<file path="config.mk">
export PLATFORM = sky130hd
export DESIGN_NAME = bytemem_port
export DESIGN_NICKNAME = d
export VERILOG_FILES = /design/src/rtl/bytemem_pkg.sv /design/src/rtl/bytemem_decode.sv /design/src/rtl/bytemem_wsteer.sv /design/src/rtl/bytemem_lane.sv /design/src/rtl/bytemem_port.sv
export SDC_FILE = /design/constraint.sdc
export NUM_CORES = 1
export LEC_CHECK = 0
export CAP_MARGIN = 20
export CORE_MARGIN = 3
export CORE_UTILIZATION = 56
export CTS_BUF_LIST = sky130_fd_sc_hd__clkbuf_4 sky130_fd_sc_hd__clkbuf_8
export CTS_CLUSTER_SIZE = 40
export DETAILED_ROUTE_END_ITERATION = 16
export PLACE_DENSITY = 0.76
export SLEW_MARGIN = 20
export SYNTH_ARGS = -nofsm -noshare
export SYNTH_HDL_FRONTEND = slang
export SYNTH_HIERARCHICAL = 1
export SYNTH_SLANG_ARGS = --single-unit
</file>
<file path="constraint.sdc">
create_clock -name clk -period 3.1 [get_ports clk]
set_input_delay 0.465 -clock clk [delete_from_list [all_inputs] [get_ports clk]]
set_output_delay 0.465 -clock clk [all_outputs]
set_load 0.005 [all_outputs]
</file>
<file path="src/rtl/bytemem_pkg.sv">
package bytemem_pkg;

    localparam int LANES  = 4;
    localparam int BYTE_W = 8;
    localparam int WORD_W = LANES * BYTE_W;

    typedef enum logic [1:0] {
        OP_LDW = 2'b00,
        OP_STW = 2'b01,
        OP_LDB = 2'b10,
        OP_STB = 2'b11
    } mem_op_e;

    typedef struct packed {
        logic [WORD_W-1:0] rdata;
        logic              fault;
    } port_state_t;

endpackage

</file>
<file path="src/rtl/bytemem_decode.sv">
module bytemem_decode
    import bytemem_pkg::*;
#(
    parameter int IDX_W = 4
) (
    input  logic              req_i,
    input  logic [1:0]        op_i,
    input  logic              big_endian_i,
    input  logic [31:0]       addr_i,
    output logic [IDX_W-1:0]  idx_o,
    output logic [LANES-1:0]  lane_we_o,
    output logic [LANES-1:0]  lane_sel_o,
    output logic              word_op_o,
    output logic              load_ok_o,
    output logic              fault_o
);

    mem_op_e    op;
    logic [1:0] offset;
    logic [1:0] lane;
    logic       is_store;
    logic       misaligned;
    logic       accept;
    logic       unused_addr_hi;

    assign idx_o          = addr_i[IDX_W+1:2];
    assign unused_addr_hi = ^addr_i[31:IDX_W+2];

    always_comb begin
        op         = mem_op_e'(op_i);
        offset     = addr_i[1:0];
        // lane index counts from the least significant byte
        lane       = big_endian_i ? (2'd3 - offset) : offset;
        word_op_o  = (op == OP_LDW) || (op == OP_STW);
        is_store   = (op == OP_STW) || (op == OP_STB);
        misaligned = word_op_o && (offset != 2'b00);
        accept     = req_i && !misaligned;
        fault_o    = req_i && misaligned;
        load_ok_o  = accept && !is_store;
        for (int k = 0; k < LANES; k++) begin
            lane_sel_o[k] = (lane == 2'(k));
        end
        lane_we_o = '0;
        if (accept && is_store) begin
            lane_we_o = word_op_o ? '1 : lane_sel_o;
        end
    end

endmodule

</file>
<file path="src/rtl/bytemem_wsteer.sv">
module bytemem_wsteer
    import bytemem_pkg::*;
(
    input  logic              word_op_i,
    input  logic [WORD_W-1:0] wdata_i,
    output logic [WORD_W-1:0] lane_data_o
);

    for (genvar k = 0; k < LANES; k++) begin : g_lane
        assign lane_data_o[k*BYTE_W +: BYTE_W] =
            word_op_i ? wdata_i[k*BYTE_W +: BYTE_W] : wdata_i[BYTE_W-1:0];
    end

endmodule

</file>
<file path="src/rtl/bytemem_lane.sv">
module bytemem_lane
    import bytemem_pkg::*;
#(
    parameter int WORDS = 16,
    parameter int IDX_W = 4
) (
    input  logic              clk,
    input  logic              we_i,
    input  logic [IDX_W-1:0]  idx_i,
    input  logic [BYTE_W-1:0] wbyte_i,
    output logic [BYTE_W-1:0] rbyte_o
);

    logic [BYTE_W-1:0] mem_q [WORDS];

    always_ff @(posedge clk) begin
        if (we_i) begin
            mem_q[idx_i] <= wbyte_i;
        end
    end

    assign rbyte_o = mem_q[idx_i];

endmodule

</file>
<file path="src/rtl/bytemem_port.sv">
module bytemem_port
    import bytemem_pkg::*;
#(
    parameter int WORDS = 16
) (
    input  logic        clk,
    input  logic        rst_n,
    input  logic        req_i,
    input  logic [1:0]  op_i,
    input  logic        big_endian_i,
    input  logic [31:0] addr_i,
    input  logic [31:0] wdata_i,
    output logic [31:0] rdata_o,
    output logic        fault_o
);

    localparam int IDX_W = (WORDS > 1) ? $clog2(WORDS) : 1;

    logic [IDX_W-1:0]  idx;
    logic [LANES-1:0]  lane_we;
    logic [LANES-1:0]  lane_sel;
    logic              word_op;
    logic              load_ok;
    logic              fault;
    logic [WORD_W-1:0] lane_wdata;
    logic [WORD_W-1:0] rd_word;
    logic [BYTE_W-1:0] rd_byte;

    port_state_t st_d, st_q;

    bytemem_decode #(.IDX_W(IDX_W)) u_decode (
        .req_i        (req_i),
        .op_i         (op_i),
        .big_endian_i (big_endian_i),
        .addr_i       (addr_i),
        .idx_o        (idx),
        .lane_we_o    (lane_we),
        .lane_sel_o   (lane_sel),
        .word_op_o    (word_op),
        .load_ok_o    (load_ok),
        .fault_o      (fault)
    );

    bytemem_wsteer u_wsteer (
        .word_op_i   (word_op),
        .wdata_i     (wdata_i),
        .lane_data_o (lane_wdata)
    );

    for (genvar k = 0; k < LANES; k++) begin : g_lane
        bytemem_lane #(.WORDS(WORDS), .IDX_W(IDX_W)) u_lane (
            .clk     (clk),
            .we_i    (lane_we[k]),
            .idx_i   (idx),
            .wbyte_i (lane_wdata[k*BYTE_W +: BYTE_W]),
            .rbyte_o (rd_word[k*BYTE_W +: BYTE_W])
        );
    end

    always_comb begin
        rd_byte = '0;
        for (int k = 0; k < LANES; k++) begin
            if (lane_sel[k]) begin
                rd_byte = rd_byte | rd_word[k*BYTE_W +: BYTE_W];
            end
        end
        st_d       = st_q;
        st_d.fault = fault;
        if (load_ok) begin
            st_d.rdata = word_op ? rd_word : {{(WORD_W-BYTE_W){1'b0}}, rd_byte};
        end
    end

    always_ff @(posedge clk or negedge rst_n) begin
        if (!rst_n) begin
            st_q <= '0;
        end else begin
            st_q <= st_d;
        end
    end

    assign rdata_o = st_q.rdata;
    assign fault_o = st_q.fault;

endmodule

</file>
==> results by group, run 1 <==
Global route
  • Met3 usage: 4.41%
  • M1 GR Usage: 32.2%
  • Initial antenna violation count: 3
  • GRT overflow: 0
  • Gr usage total: 23.1%
  • First-pass GRT wire length: 70500 um
  • Met2 global-route usage: 37.7%
  • Vias in the first global route: 11500
  • Pin count of the biggest net entering global routing: 65
  • GR peak layer: met2

Power
  • Reg power frac: 55.4%
  • Power Density: 591 nW/um^2
  • Gate power share: 7.6%
  • Sw Share: 21.8%
  • Clk network pwr share: 37.0%
  • Worst vdd ir: 0.000304 V
  • P_sw: 3.25 mW
  • Lkg Pwr: 8.41 nW
  • P_int: 11.7 mW

Logic synthesis
  • Seq/Total Area, Yosys: 74.5%
  • Post-synthesis register bit count: 545
  • Async set-or-reset flop fraction in the synthesized netlist: 6.06%
  • Avg Cell Area, Syn: 19.6 um^2
  • Post-synth top area cell: edfxtp_1
  • Synth top area share: 70.7%
  • Mapped cell area: 21800 um^2
  • Post-synthesis cell count: 1112
  • Synth Warn #: 6
  • Primary FF master, synth: edfxtp_1
  • Netlist cell types: 34
  • Number of flops mapped to enable cells by yosys: 512
  • Top cells by area, synth: edfxtp_1, mux4_2, dfrtp_1, a22oi_1, mux2_4
  • Mapped Nets: 1182

Clock network
  • Clock root cell: clkbuf_8
  • Post_cts resized: 0
  • Num CTS Buffers: 82
  • Clock Sinks: 545
  • Clock transition at the registers of the reported paths: 0.06 ns
  • H-Tree Depth: 3
  • Worst skew pair latency: 0.62 ns
  • CTS tree: built
  • Clk buf depth: 3

Floorplanning
  • Core Region: 38000 um^2
  • Top Ports: 103
  • Die Ht: 203 um
  • Die X: 203 um
  • Initial Util: 57.2%
  • Row count: 71
  • Die area: 41300 um^2

STA
  • Final setup vio count: 0
  • Least-Margin Pin Slew: 1.01 ns
  • Fin. max-slew vios: 0
  • Fmax: 0.408 GHz
  • Final worst-path cycle share: 79.0%
  • WHS: 0.451 ns
  • Setup TNS: 0 ns
  • Slew headroom: 31.9%
  • Final hold violations: 0
  • RSZ-0062 raised after global routing: false
  • Period minus WS final: 2.45 ns
  • Clk_skew: 0.0247 ns

Placed design
  • Gpl congestion: 0.806
  • Hpwl dp: 30600 um
  • Number of port buffers: 76
  • Cell Area, Placed: 23600 um^2

Worst setup path
  • R2R Path End: rdata_o[0]$_DFFE_PN0P_
  • Reg2reg start: g_lane[2].u_lane/mem_q[2][0]$_DFFE_PP_
  • FF-to-FF setup slack: 0.83 ns
  • Largest stage delay on the critical path: 0.54 ns
  • Worst Path Max Fanout: 8
  • Critical path endpoint category: register
  • Crit-path cells: clkdlybuf4s50_1 > or3_1 > a31oi_1 > or3b_2 > nor3_1 > buf_4
  • Slowest CP cell: or3b_2
  • Worst setup SP type: input pin
  • Setup CP Type: in2reg
  • Crit path DAT: 2.78 ns
  • Critical Path RT: 3.43 ns
  • R2r worst-path depth: 6

Routing
  • DRT antenna net count: 0
  • Avg WL per Cell: 24.5 um
  • Vias per cell: 6.03
  • WL final: 46200 um
  • DR iter-0 viols: 1224
  • Vias: 11300
  • Detailed-router iteration count before antenna repair: 6
  • DRC: 0

Hold path
  • Hold Crit Class: in2reg
  • WHS Endpoint: fault_o$_DFF_PN0_
  • Hold depth: 2
  • Min-delay src: req_i

Cells and area
  • ANT cells: 0
  • Layout area overhead: 15.9%
  • Final instance area: 25200 um^2
  • Fillers: 2485
  • Footprint of the multi-input gates: 4990 um^2
  • Storage cell area: 16200 um^2
  • Fraction of layout cells with a size suffix above 1: 29.4%
  • Total Nets Final: 1379

Outcome
  • Status: finished, final reports clean

Run
  • Max-Cap Viols: 0
## layer usage
| layer | wire, um | share of wire (%) | vias up |
|---|---|---|---|
| li1 | - | - | 4926 |
| met1 | 17700 | 38 | 5775 |
| met3 | 4160 | 9.0 | 88 |
| met2 | 23200 | 50 | 544 |
| met5 | 36 | 0.078 | - |
| met4 | 1040 | 2.3 | 6 |
## sequential cells by signal, indices dropped and copies added, names as in the netlist
name                 flops
g_lane.u_lane/mem_q    512
fault_o                  1
rdata_o                 32
## layout by cell type (no fill, tap or decap), types with 9 or more instances in the layout
cell,Yosys,routed
dfrtp_1,33,33
mux2_4,20,20
nand3_1,32,32
nand2_1,43,43
inv_1,26,25
a22oi_1,64,64
clkinv_1,0,18
clkbuf_8,0,86
o21ai_0,23,23
clkdlybuf4s50_1,0,73
clkbuf_4,0,32
buf_4,12,102
edfxtp_1,512,512
buf_12,2,9
a21oi_1,10,10
nor3_1,16,16
nor2_1,62,62
mux4_2,128,128
nor2b_1,9,9
## kinds of logic (layout without fill, tap and decap cells)
kind of cell | Yosys count | after routing | share of synthesized area, %
AND/OR/NAND/NOR | 193 | 193 | 4.19
multiplexers | 154 | 154 | 14.9
AO/OA/AOI/OAI | 119 | 119 | 3.81
flip-flops | 545 | 545 | 74.5
buffers and inverters | 101 | 359 | 2.61
## worst max-delay path, delay by kind of cell
kind	cells	cell delay, ns
AOI/OAI and AO/OA	1	0.40
and+or+nand+nor	3	1.17
buffers and inverters	2	0.74
## layout make-up
class / instances / share of cell area, %
Sequential cell: 545 / 64.3
Clock inverter: 27 / 0.526
Multi-Input combinational cell: 466 / 19.8
Timing Repair Buffer: 188 / 6.82
Inverter: 26 / 0.387
Tap cell: 511 / 2.54
Clock buffer: 118 / 5.65
## through the flow
step,instances,worst slack (ns),power (mW),utilization (%)
finish,1881,0.651,14.9,66.3
global route,1881,0.545,15.5,66.3
CTS,1881,0.690,15.0,66.3
detailed placement,1735,0.0347,9.53,62.2
global placement,1735,0.113,9.49,62.2
floorplan,1112,0.493,9.00,-
## how the worst max path moves through the flow
stage | startpoint | end | slack, ns | cells after the start
5_1_grt | addr_i[1] | g_lane[2].u_lane/mem_q[0][4]$_DFFE_PP_ | 0.54 | 7
3_3_place_gp | addr_i[1] | g_lane[2].u_lane/mem_q[0][7]$_DFFE_PP_ | 0.11 | 6
2_1_floorplan | addr_i[0] | g_lane[2].u_lane/mem_q[0][0]$_DFFE_PP_ | 0.49 | 4
4_1_cts | addr_i[1] | g_lane[2].u_lane/mem_q[0][4]$_DFFE_PP_ | 0.69 | 6
6_report | addr_i[1] | g_lane[2].u_lane/mem_q[0][5]$_DFFE_PP_ | 0.65 | 6
3_5_place_dp | addr_i[1] | g_lane[2].u_lane/mem_q[0][5]$_DFFE_PP_ | 0.03 | 6
## Yosys cell counts (12+ instances only)
library cell / count
buf_2: 15
a22oi_1: 64
nor3_1: 16
buf_1: 17
mux4_2: 128
dfrtp_1: 33
mux2_4: 20
buf_4: 12
nor2_1: 62
nand2_1: 43
nand3_1: 32
inv_1: 26
o21ai_0: 23
edfxtp_1: 512
## power by group through the flow
stage | Sequential, mW | Combinational [mW] | Clock [mW]
floorplan | 8.39 | 0.618 | 0
global placement | 8.39 | 1.10 | 0
detailed placement | 8.40 | 1.13 | 0
CTS | 8.25 | 1.14 | 5.63
global route | 8.25 | 1.22 | 5.98
finish | 8.25 | 1.14 | 5.52
## what timing repair did
action | 4_1_cts | 5_1_grt
endpoints found under the hold margin | 33 | 0
hold buffers | 1 | 0
buffers inserted | 0 | 0
Note: power is estimated with default switching activity, not from simulation.
==> inputs of run 2 (changes only) <==
--- a/config.mk
+++ b/config.mk
@@ -11,7 +11,7 @@
 export CTS_BUF_LIST = sky130_fd_sc_hd__clkbuf_4 sky130_fd_sc_hd__clkbuf_8
 export CTS_CLUSTER_SIZE = 40
 export DETAILED_ROUTE_END_ITERATION = 16
-export PLACE_DENSITY = 0.76
+export PLACE_DENSITY = 0.79
 export SLEW_MARGIN = 20
 export SYNTH_ARGS = -nofsm -noshare
 export SYNTH_HDL_FRONTEND = slang
==> constraint.sdc (replaced) <==
create_clock -name clk -period 2.14 [get_ports clk]
set_input_delay 0.321 -clock clk [delete_from_list [all_inputs] [get_ports clk]]
set_output_delay 0.321 -clock clk [all_outputs]
set_load 0.005 [all_outputs]
==> run 2 against run 1 <==
  * The run now ends with negative setup slack left
  * Via count increased by 5.2%
  * Cell count is 4.3% higher
  * Design area increased by 3.6%
  * Largest power group unchanged
  * Core utilization increased by 2.4 points
  * Clock skew rose by 0.0062 ns
  * Routed wire length up 9.3%
  * Sequential share of layout area down 2.3 points
  * Highest routed layer is now met4
  * Setup slack got worse by 0.69 ns
  * Non-clock buffer count increased by 75
==> results by group, run 2 (synthesized netlist as in run 1, its figures left out) <==
Worst setup path
  • Worst setup SP type: register (was input pin)
  • Worst Path Max Fanout: 2 (was 8)
  • Reg2reg start: g_lane[2].u_lane/mem_q[0][0]$_DFFE_PP_ (was g_lane[2].u_lane/mem_q[2][0]$_DFFE_PP_)
  • Critical path endpoint category: register (unchanged)
  • FF-to-FF setup slack: -0.03 ns (was 0.83 ns)
  • R2R Path End: rdata_o[0]$_DFFE_PN0P_ (unchanged)
  • Setup CP Type: reg2reg (was in2reg)
  • Critical Path RT: 2.66 ns (was 3.43 ns)
  • R2r worst-path depth: 6 (unchanged)
  • Crit path DAT: 2.69 ns (was 2.78 ns)

Cells and area
  • Biggest register: g_lane.u_lane/mem_q (unchanged)
  • Layout area overhead: 20.1% (was 15.9%)
  • Largest register FFs: 512 (unchanged)
  • Most common cell after layout, fill and taps aside: edfxtp_1 (unchanged)
  • ANT cells: 0 (unchanged)
  • Footprint of the multi-input gates: 5130 um^2 (was 4990 um^2)
  • Fillers: 2318 (was 2485)
  • Total Nets Final: 1454 (was 1379)
  • Storage cell area: 16200 um^2 (unchanged)
  • Fraction of layout cells with a size suffix above 1: 35.6% (was 29.4%)
  • Leading cell types in the layout, fill and taps excluded: edfxtp_1, buf_4, mux4_2 (was edfxtp_1, mux4_2, buf_4)

Routing
  • Avg WL per Cell: 25.7 um (was 24.5 um)
  • DR iter-0 viols: 1294 (was 1224)
  • DRT antenna net count: 0 (unchanged)
  • Vias: 11900 (was 11300)
  • Met3 WL: 4890 um (was 4160 um)
  • DRC: 0 (unchanged)
  • WL met2: 24900 um (was 23200 um)
  • Vias per cell: 6.08 (was 6.03)
  • Met1 WL: 18700 um (was 17700 um)
  • WL final: 50500 um (was 46200 um)
  • Uppermost layer routed: met4 (was met5)
  • Detailed-router iteration count before antenna repair: 6 (unchanged)

STA
  • Clk_skew: 0.0310 ns (was 0.0247 ns)
  • Fin. max-slew vios: 0 (unchanged)
  • Setup ws final: -0.0345 ns (was 0.651 ns)
  • Setup TNS: -0.0345 ns (was 0 ns)
  • Final setup vio count: 1 (was 0)
  • Final hold violations: 0 (unchanged)
  • RSZ-0062 raised after global routing: true (was false)
  • Final worst-path cycle share: 102%
  • Least-Margin Pin Slew: 0.895 ns (was 1.01 ns)
  • Fmax: 0.460 GHz
  • Period minus WS final: 2.17 ns
  • Slew headroom: 40.4% (was 31.9%)

Floorplanning
  • Initial Util: 57.2% (unchanged)
  • Row count: 71 (unchanged)
  • Die area: 41300 um^2 (unchanged)
  • Core Region: 38000 um^2 (unchanged)
  • Die X: 203 um (unchanged)
  • Die Ht: 203 um (unchanged)
  • Top Ports: 103 (unchanged)

Outcome
  • Status: finished, violations left (was finished, final reports clean)
  • Violated checks: negative setup slack

Clock network
  • Clock root cell: clkbuf_8 (unchanged)
  • Clock Sinks: 545 (unchanged)
  • Worst skew pair latency: 0.64 ns (was 0.62 ns)
  • H-Tree Depth: 3 (unchanged)
  • Clk buf depth: 3 (unchanged)
  • Clock transition at the registers of the reported paths: 0.06 ns (about the same)
  • CTS tree: built (unchanged)
  • Num CTS Buffers: 82 (unchanged)

Placed design
  • Gpl congestion: 0.888 (was 0.806)
  • Number of port buffers: 76 (unchanged)
  • Place WS: -0.599 ns (was 0.0347 ns)
  • Hpwl dp: 33900 um (was 30600 um)

Hold path
  • Hold Crit Class: in2async (was in2reg)

Global route
  • First-pass GRT wire length: 75900 um (was 70500 um)
  • Pin count of the biggest net entering global routing: 65 (unchanged)
  • GRT overflow: 0 (unchanged)
  • Initial antenna violation count: 0 (was 3)
  • Gr usage total: 25.0% (was 23.1%)
  • Vias in the first global route: 12200 (was 11500)

Power
  • Power Total: 22.3 mW (was 14.9 mW)
  • Worst vdd ir: 0.000430 V (was 0.000304 V)
  • Lkg Pwr: 8.90 nW (was 8.41 nW)
  • Power Density: 855 nW/um^2 (was 591 nW/um^2)

Run
  • Max-Cap Viols: 0 (unchanged)
run 2: cell count changes in the layout (fill, tap and decap cells not counted), sizes merged:
cell,before,now
buf,114,189
bufinv,0,3
clkbuf,118,110
clkinv,23,31
clkinvlp,1,0
inv,29,33
run 2: critical path, cell delays in order, from the launching register on:
cell and delay (ns):
edfxtp_1 0.40, mux4_2 0.50, a22oi_2 0.25, nand2_2 0.17, a222oi_1 0.37, a2bb2oi_1 0.26, a21oi_1 0.11
run 2: cell type report:
cell class	instances	area share, %
clock buffers	110	5.22
clock inverters	41	1.13
inverters	26	0.374
multi-input cells	466	19.6
flip-flops and latches	545	62.0
well taps	511	2.45
repair buffers	263	9.18
run 2: worst max-delay path by stage:
stage                                                 start                                      to  cells past startpoint
finish               g_lane[2].u_lane/mem_q[0][0]$_DFFE_PP_                  rdata_o[0]$_DFFE_PN0P_                      6
floorplan                                         addr_i[0]  g_lane[2].u_lane/mem_q[3][0]$_DFFE_PP_                      4
CTS                 g_lane[1].u_lane/mem_q[11][7]$_DFFE_PP_                  rdata_o[7]$_DFFE_PN0P_                      6
global placement                                    op_i[1]  g_lane[1].u_lane/mem_q[0][1]$_DFFE_PP_                      7
global route         g_lane[2].u_lane/mem_q[0][0]$_DFFE_PP_                  rdata_o[0]$_DFFE_PN0P_                      6
detailed placement                                addr_i[2]                  rdata_o[2]$_DFFE_PN0P_                      9
run 2: through the flow:
step	instance area (um^2)	utilization, %	hold slack [ns]	instances
floorplan	21900	-	0.0254	1112
global placement	24300	64.0	0.459	1809
detailed placement	24300	64.0	0.475	1809
CTS	26000	68.5	0.341	1961
global route	26100	68.7	0.390	1962
finish	26100	68.7	0.346	1962
run 2: layer usage:
metal / global-route usage (%) / up-vias
met4: 10.9 / 0
li1: - / 5074
met1: 34.5 / 6067
met3: 5.19 / 103
met5: 0 / -
met2: 39.3 / 683
run 2: repair_timing:
item / 4_1_cts / 5_1_grt
endpoints found under the hold margin: 33 / 0
hold buffers: 1 / 0
pin swaps: 0 / 7
setup endpoints to repair: 3 / 15
gates resized for setup: 5 / 20
buffers inserted: 0 / 1
run 2: where the power goes:
part | total [mW] | internal [mW] | switching (mW) | leakage (nW)
Clock | 8.50 | 4.57 | 3.92 | 0.890
Combinational | 1.88 | 0.874 | 1.01 | 2.99
Sequential | 11.9 | 11.9 | 0.0861 | 5.02
